[config.mk]
export PLATFORM = sky130hd
export DESIGN_NAME = fwb_ring_mgr
export DESIGN_NICKNAME = d
export VERILOG_FILES = /design/src/rtl/fwb_pkg.sv /design/src/rtl/fwb_buf_select.sv /design/src/rtl/fwb_line_track.sv /design/src/rtl/fwb_addr_gen.sv /design/src/rtl/fwb_irq_ctrl.sv /design/src/rtl/fwb_ring_mgr.sv
export SDC_FILE = /design/constraint.sdc
export NUM_CORES = 1
export LEC_CHECK = 0
export BUFFER_PORTS_ARGS = -buffer_cell sky130_fd_sc_hd__buf_2
export CORE_AREA = 2 2 192 213
export CTS_CLUSTER_SIZE = 12
export DETAILED_ROUTE_END_ITERATION = 10
export DIE_AREA = 0 0 194 215
export GPL_TIMING_DRIVEN = 0
export PLACE_DENSITY = 0.72
export SETUP_SLACK_MARGIN = 0.5
export SLEW_MARGIN = 25
export SYNTH_ARGS = -nofsm -noshare
export SYNTH_HDL_FRONTEND = slang
export SYNTH_SLANG_ARGS = --single-unit
export TNS_END_PERCENT = 1
[constraint.sdc]
create_clock -name clk -period 13.57 [get_ports clk]
set_input_delay 2.714 -clock clk [delete_from_list [all_inputs] [get_ports clk]]
set_output_delay 2.714 -clock clk [all_outputs]
set_load 0.02 [all_outputs]
[src/rtl/fwb_pkg.sv]
package fwb_pkg;
   localparam int unsigned ST_W     = 3;
   localparam int unsigned ST_FRAME = 0;
   localparam int unsigned ST_SLICE = 1;
   localparam int unsigned ST_OVR   = 2;
   localparam int unsigned NPLANE   = 2;
   localparam int unsigned PL_LUMA  = 0;
   localparam int unsigned PL_CHROMA = 1;
endpackage

[src/rtl/fwb_buf_select.sv]
module fwb_buf_select #(
   parameter int unsigned NBUF = 4,
   localparam int unsigned IDXW = (NBUF > 1) ? $clog2(NBUF) : 1
) (
   input  logic [IDXW-1:0] start_idx,
   input  logic [NBUF-1:0] lock_mask,
   output logic            found,
   output logic [IDXW-1:0] pick
);
   always_comb begin
      found = 1'b0;
      pick  = start_idx;
      for (int k = NBUF - 1; k >= 0; k--) begin
         logic [IDXW-1:0] cand;
         cand = start_idx + IDXW'(k);
         if (!lock_mask[cand]) begin
            found = 1'b1;
            pick  = cand;
         end
      end
   end
endmodule

[src/rtl/fwb_line_track.sv]
module fwb_line_track #(
   parameter int unsigned LINEW  = 14,
   parameter int unsigned SLICEW = 12
) (
   input  logic              clk,
   input  logic              rst_n,
   input  logic              restart,
   input  logic              adv,
   input  logic [SLICEW-1:0] slice_lines,
   output logic [LINEW-1:0]  line_cnt,
   output logic              slice_evt
);
   logic [SLICEW-1:0] slice_q;

   assign slice_evt = adv && (slice_q == slice_lines);

   always_ff @(posedge clk or negedge rst_n) begin
      if (!rst_n) begin
         line_cnt <= '0;
         slice_q  <= '0;
      end else if (restart) begin
         line_cnt <= '0;
         slice_q  <= '0;
      end else if (adv) begin
         line_cnt <= line_cnt + 1'b1;
         slice_q  <= slice_evt ? '0 : slice_q + 1'b1;
      end
   end
endmodule

[src/rtl/fwb_addr_gen.sv]
module fwb_addr_gen #(
   parameter int unsigned AW     = 40,
   parameter int unsigned PITCHW = 8,
   parameter int unsigned SIZEW  = 20,
   parameter int unsigned LINEW  = 14,
   parameter int unsigned UNIT_SH = 8,
   localparam int unsigned OFFW  = LINEW + PITCHW,
   localparam int unsigned CMPW  = ((OFFW + 1) > SIZEW) ? (OFFW + 1) : SIZEW
) (
   input  logic [AW-1:0]     base,
   input  logic [PITCHW-1:0] pitch,
   input  logic [SIZEW-1:0]  size,
   input  logic [LINEW-1:0]  line,
   input  logic              fence_en,
   input  logic              allow,
   output logic [AW-1:0]     addr,
   output logic              wr_ok
);
   logic [OFFW-1:0] offset;
   logic [CMPW-1:0] line_end;
   logic            in_fence;

   assign offset   = OFFW'(line) * OFFW'(pitch);
   assign line_end = CMPW'(offset) + CMPW'(pitch);
   assign in_fence = !fence_en || (line_end <= CMPW'(size));
   assign addr     = base + AW'({offset, {UNIT_SH{1'b0}}});
   assign wr_ok    = allow && in_fence;
endmodule

[src/rtl/fwb_irq_ctrl.sv]
module fwb_irq_ctrl
   import fwb_pkg::*;
(
   input  logic            clk,
   input  logic            rst_n,
   input  logic [ST_W-1:0] evt,
   input  logic [ST_W-1:0] clr,
   input  logic [ST_W-1:0] sw_ie,
   input  logic [1:0]      enc_ie,
   output logic [ST_W-1:0] status,
   output logic            sw_irq,
   output logic            enc_irq
);
   always_ff @(posedge clk or negedge rst_n) begin
      if (!rst_n) status <= '0;
      else        status <= (status & ~clr) | evt;
   end

   assign sw_irq  = |(status & sw_ie);
   assign enc_irq = |(status[ST_SLICE:ST_FRAME] & enc_ie);
endmodule

[src/rtl/fwb_ring_mgr.sv]
module fwb_ring_mgr
   import fwb_pkg::*;
#(
   parameter int unsigned NBUF    = 4,
   parameter int unsigned AW      = 40,
   parameter int unsigned PITCHW  = 8,
   parameter int unsigned SIZEW   = 20,
   parameter int unsigned SLICEW  = 12,
   parameter int unsigned LINEW   = 14,
   parameter int unsigned UNIT_SH = 8,
   localparam int unsigned IDXW   = (NBUF > 1) ? $clog2(NBUF) : 1
) (
   input  logic                      clk,
   input  logic                      rst_n,
   input  logic                      en,
   input  logic                      planar,
   input  logic                      fence_en,
   input  logic [NBUF-1:0]           lock_mask,
   input  logic [NBUF-1:0][AW-1:0]   luma_base,
   input  logic [NBUF-1:0][AW-1:0]   chroma_base,
   input  logic [PITCHW-1:0]         luma_pitch,
   input  logic [PITCHW-1:0]         chroma_pitch,
   input  logic [SIZEW-1:0]          luma_size,
   input  logic [SIZEW-1:0]          chroma_size,
   input  logic [SLICEW-1:0]         slice_lines,
   input  logic [2:0]                sw_ie,
   input  logic [1:0]                enc_ie,
   input  logic [2:0]                status_clr,
   input  logic                      frame_start,
   input  logic                      frame_end,
   input  logic                      line_valid,
   output logic [AW-1:0]             luma_addr,
   output logic [AW-1:0]             chroma_addr,
   output logic                      luma_wr_ok,
   output logic                      chroma_wr_ok,
   output logic                      frame_active,
   output logic [IDXW-1:0]           cur_buf,
   output logic [LINEW-1:0]          line_cnt,
   output logic [2:0]                status,
   output logic                      sw_irq,
   output logic                      enc_irq
);
   // elaboration checks
   if (NBUF < 2 || (NBUF & (NBUF - 1)) != 0)
      $error("fwb_ring_mgr: NBUF must be a power of two, at least 2");
   if (AW < LINEW + PITCHW + UNIT_SH)
      $error("fwb_ring_mgr: AW too narrow for the largest line offset");
   if (SLICEW > LINEW)
      $error("fwb_ring_mgr: slice counter wider than line counter");

   logic [IDXW-1:0] ptr_q;
   logic            found;
   logic [IDXW-1:0] pick;
   logic            start_ok, end_ok, claim;
   logic            slice_evt;
   logic            wr_allow;

   fwb_buf_select #(.NBUF(NBUF)) u_sel (
      .start_idx (ptr_q),
      .lock_mask (lock_mask),
      .found     (found),
      .pick      (pick)
   );

   assign start_ok = en && frame_start && !frame_active;
   assign end_ok   = en && frame_end && frame_active;
   assign claim    = start_ok && found;

   always_ff @(posedge clk or negedge rst_n) begin
      if (!rst_n) begin
         frame_active <= 1'b0;
         cur_buf      <= '0;
         ptr_q        <= '0;
      end else if (!en) begin
         frame_active <= 1'b0;
         cur_buf      <= '0;
         ptr_q        <= '0;
      end else if (claim) begin
         frame_active <= 1'b1;
         cur_buf      <= pick;
      end else if (end_ok) begin
         frame_active <= 1'b0;
         ptr_q        <= cur_buf + 1'b1;
      end
   end

   fwb_line_track #(.LINEW(LINEW), .SLICEW(SLICEW)) u_lines (
      .clk         (clk),
      .rst_n       (rst_n),
      .restart     (claim || !en),
      .adv         (en && frame_active && line_valid),
      .slice_lines (slice_lines),
      .line_cnt    (line_cnt),
      .slice_evt   (slice_evt)
   );

   assign wr_allow = frame_active && !lock_mask[cur_buf];

   logic [NPLANE-1:0][AW-1:0]     pl_base;
   logic [NPLANE-1:0][PITCHW-1:0] pl_pitch;
   logic [NPLANE-1:0][SIZEW-1:0]  pl_size;
   logic [NPLANE-1:0]             pl_allow;
   logic [NPLANE-1:0][AW-1:0]     pl_addr;
   logic [NPLANE-1:0]             pl_ok;

   assign pl_base[PL_LUMA]    = luma_base[cur_buf];
   assign pl_base[PL_CHROMA]  = chroma_base[cur_buf];
   assign pl_pitch[PL_LUMA]   = luma_pitch;
   assign pl_pitch[PL_CHROMA] = chroma_pitch;
   assign pl_size[PL_LUMA]    = luma_size;
   assign pl_size[PL_CHROMA]  = chroma_size;
   assign pl_allow[PL_LUMA]   = wr_allow;
   assign pl_allow[PL_CHROMA] = wr_allow && planar;

   for (genvar p = 0; p < NPLANE; p++) begin : g_plane
      fwb_addr_gen #(
         .AW(AW), .PITCHW(PITCHW), .SIZEW(SIZEW),
         .LINEW(LINEW), .UNIT_SH(UNIT_SH)
      ) u_agen (
         .base     (pl_base[p]),
         .pitch    (pl_pitch[p]),
         .size     (pl_size[p]),
         .line     (line_cnt),
         .fence_en (fence_en),
         .allow    (pl_allow[p]),
         .addr     (pl_addr[p]),
         .wr_ok    (pl_ok[p])
      );
   end

   assign luma_addr    = pl_addr[PL_LUMA];
   assign luma_wr_ok   = pl_ok[PL_LUMA];
   assign chroma_addr  = planar ? pl_addr[PL_CHROMA] : '0;
   assign chroma_wr_ok = pl_ok[PL_CHROMA];

   logic [ST_W-1:0] evt;
   assign evt[ST_FRAME] = end_ok;
   assign evt[ST_SLICE] = slice_evt;
   assign evt[ST_OVR]   = start_ok && !found;

   fwb_irq_ctrl u_irq (
      .clk     (clk),
      .rst_n   (rst_n),
      .evt     (evt),
      .clr     (status_clr),
      .sw_ie   (sw_ie),
      .enc_ie  (enc_ie),
      .status  (status),
      .sw_irq  (sw_irq),
      .enc_irq (enc_irq)
   );
endmodule

==> results.cfg <==
[outcome]
status = finished, final reports clean

[sta]
clock_skew_ns = 0.00183
period_share_pct = 93.7
fin_crit_ns = 12.71
setup_viol = 0
worstMarginPinSlew_ns = 1.09
drv_slew = 0
rsz0062_at_grt = false
slew_headroom_pct = 27.2
layout_setup_ws_ns = 0.860
hold_viol_final = 0
setup-tns-final_ns = 0
max_freq_ghz = 0.0787

[clock_tree]
cts.htree.levels = 2
cts.reportedPaths.clkPinSlew_ns = 0.05
clockRootBuffer = clkbuf_16
cts_hold_buf = 0
cts_tree = yes
cts_max_path_buffers = 2
clock_latency_ns = 0.27
numCtsBuffers = 5
cts.sinks = 34

[setup_path]
crit_family = adder cells
cp-startpoint = chroma_pitch[7]
r2r_setup_slack_ns = 10.52
slowest_delay_ns = 0.55
cp_max_fo = 10
worstSetupPathDepth = 29
worstSetupStartpointType = input pin
critPathKind = input pin to output pin
regToRegEndpoint = ptr_q[1]
crit_top_cell = fa_1
crit_required_ns = 10.86
worst_setup_path_end_kind = output pin
r2r_start = cur_buf[1]
crit_slowest_cell = fa_1
path_buf_inv = 6
arrival_ns = 10.00
worstRegToRegCells = 7

[logic_synthesis]
synth_warnings = 0
syn_inst = 1813
post_synth_num_cell_types = 76
async_flop_share_pct = 100
synth_top_cell_by_area = fa_1
synthTopCellsByCount = inv_1, and2_1, ha_1, fa_1, nand2_1
post-synth-top-count-cell = inv_1
yosys_most_used_dff = dfrtp_1
yosysTopAreaCellShare_pct = 19.0
synth_area_per_cell_um2 = 8.61
synthesis.nets = 2553
synth_edf_count = 0
synth-seq-area-share_pct = 5.45
ys_seq_elements = 34
yosys-top-cells-area = fa_1, ha_1, mux4_2
syn_area_um2 = 15600

[grt]
grt_max_degree = 35
grt_pass1_vias = 16200
grt_pass1_wl_mm = 95.1
grt_antenna_before_repair = 10
grt_util_all_layers_pct = 29.7
grt_overflow = 0

[floorplanning]
die-area_um2 = 41700
io_pins = 512
die_width_um = 194
core_area_um2 = 39700
initial_core_util_pct = 39.3
die_h_um = 215
rows = 77

[place]
port_buffers = 510
gp_congestion = 0.992
place_ws_ns = 0.597
dp_hpwl_mm = 55.2

[routing]
num_vias = 15900
drt-wirelength-per-cell_um = 22.1
wirelength_mm = 62.9
drc = 0
drt-initial-drc-count = 1116
drt_pass1_iterations = 7
vias_per_cell = 5.57
antenna_left = 0

[layout]
nets = 3070
layout-drive-gt1-share_pct = 27.5
multi_input_area_um2 = 13500
nFillCells = 3893
regArea_um2 = 851
syn_to_final_growth_pct = 21.7

[worst_hold_path]
whs_path_depth = 1
hold_path_class = flip-flop to flip-flop
hp-start = u_lines.slice_q[10]
min_to = u_lines.slice_q[10]

[power_and_ir_drop]
p_leak_nw = 10.3
ir_drop_uv = 44.3
power_w = 0.000590
p_per_area_nw_per_um2 = 31.0

[flow_run]
drv_cap = 0
## cells by family (layout without fill, tap and decap cells)
group / count (synthesis) / in the layout / synth area share [%]
and+or+nand+nor: 577 / 577 / 19.6
adders and majority gates: 332 / 332 / 33.7
buffers and inverters: 329 / 847 / 8.01
AOI/OAI and AO/OA: 318 / 318 / 13.4
xor gates and xnor gates: 141 / 141 / 8.00
muxes: 82 / 82 / 11.7
DFF: 34 / 34 / 5.45
other: 0 / 7 / 0
## power breakdown
part	switching (W)	internal (W)	total, W
combinational	0.000207	0.000152	0.000358
sequential	0.00000289	0.000103	0.000106
clock	0.0000392	0.0000867	0.000126
total	0.000249	0.000341	0.000590
## through the flow
| step | area (um2) | cells | utilization, % | hold WS, ns |
|---|---|---|---|---|
| after floorplan | 15600 | 1813 | - | 0.484 |
| after global placement | 18800 | 2836 | 47.4 | 0.532 |
| after detailed placement | 18800 | 2836 | 47.4 | 0.541 |
| after CTS | 19000 | 2844 | 47.8 | 0.553 |
| after global routing | 19000 | 2850 | 47.9 | 0.591 |
| final | 19000 | 2851 | 47.9 | 0.557 |
## how the worst max path moves through the flow
stage                      end  slack (ns)
3_5_place_dp   chroma_addr[35]        0.60
2_1_floorplan  chroma_addr[39]        1.83
6_report          chroma_wr_ok        0.86
3_3_place_gp   chroma_addr[35]        0.72
4_1_cts        chroma_addr[35]        0.59
5_1_grt           chroma_wr_ok        0.50
## what timing repair did
| action | 4_1_cts | 5_1_grt |
|---|---|---|
| hold endpoints to repair | 0 | 0 |
| gates resized for setup | 0 | 15 |
| setup endpoints to repair | 0 | 7 |
| setup buffers | 0 | 0 |
## final cells by class
class / count / share of cell area, %
Multi-Input combinational cell: 1450 / 71.2
Buffer: 73 / 1.57
Inverter: 256 / 5.05
Clock buffer: 7 / 0.698
Timing Repair Buffer: 510 / 13.4
Antenna cell: 7 / 0.0921
Sequential cell: 34 / 4.48
Clock inverter: 1 / 0.158
Tap cell: 513 / 3.38
## metal layers
layer  vias to the layer above  track usage (%)  wire length (um)
met5                         -                0                12
met4                         2             11.6              2740
met3                        96             3.95              4790
met2                       757             52.3             31000
met1                      7818             36.7             24300
li1                       7219                -                 -
## layout by cell type, fill, tap and decap left out, types with 59 or more instances in the layout
master   netlist  routed
buf_2         10     520
inv_1        256     256
and2_1       195     195
ha_1         184     184
fa_1         148     148
nand2_1      122     122
nor2_1        92      92
a21oi_1       91      91
mux4_2        81      81
xnor2_1       79      79
xor2_1        60      59
## registers in the layout, summed over array words and instances (netlist names)
register          cells
ptr_q                 2
u_lines.line_cnt     14
frame_active          1
u_irq.status          3
u_lines.slice_q      12
cur_buf               2
(Power assumes the default switching activity.)
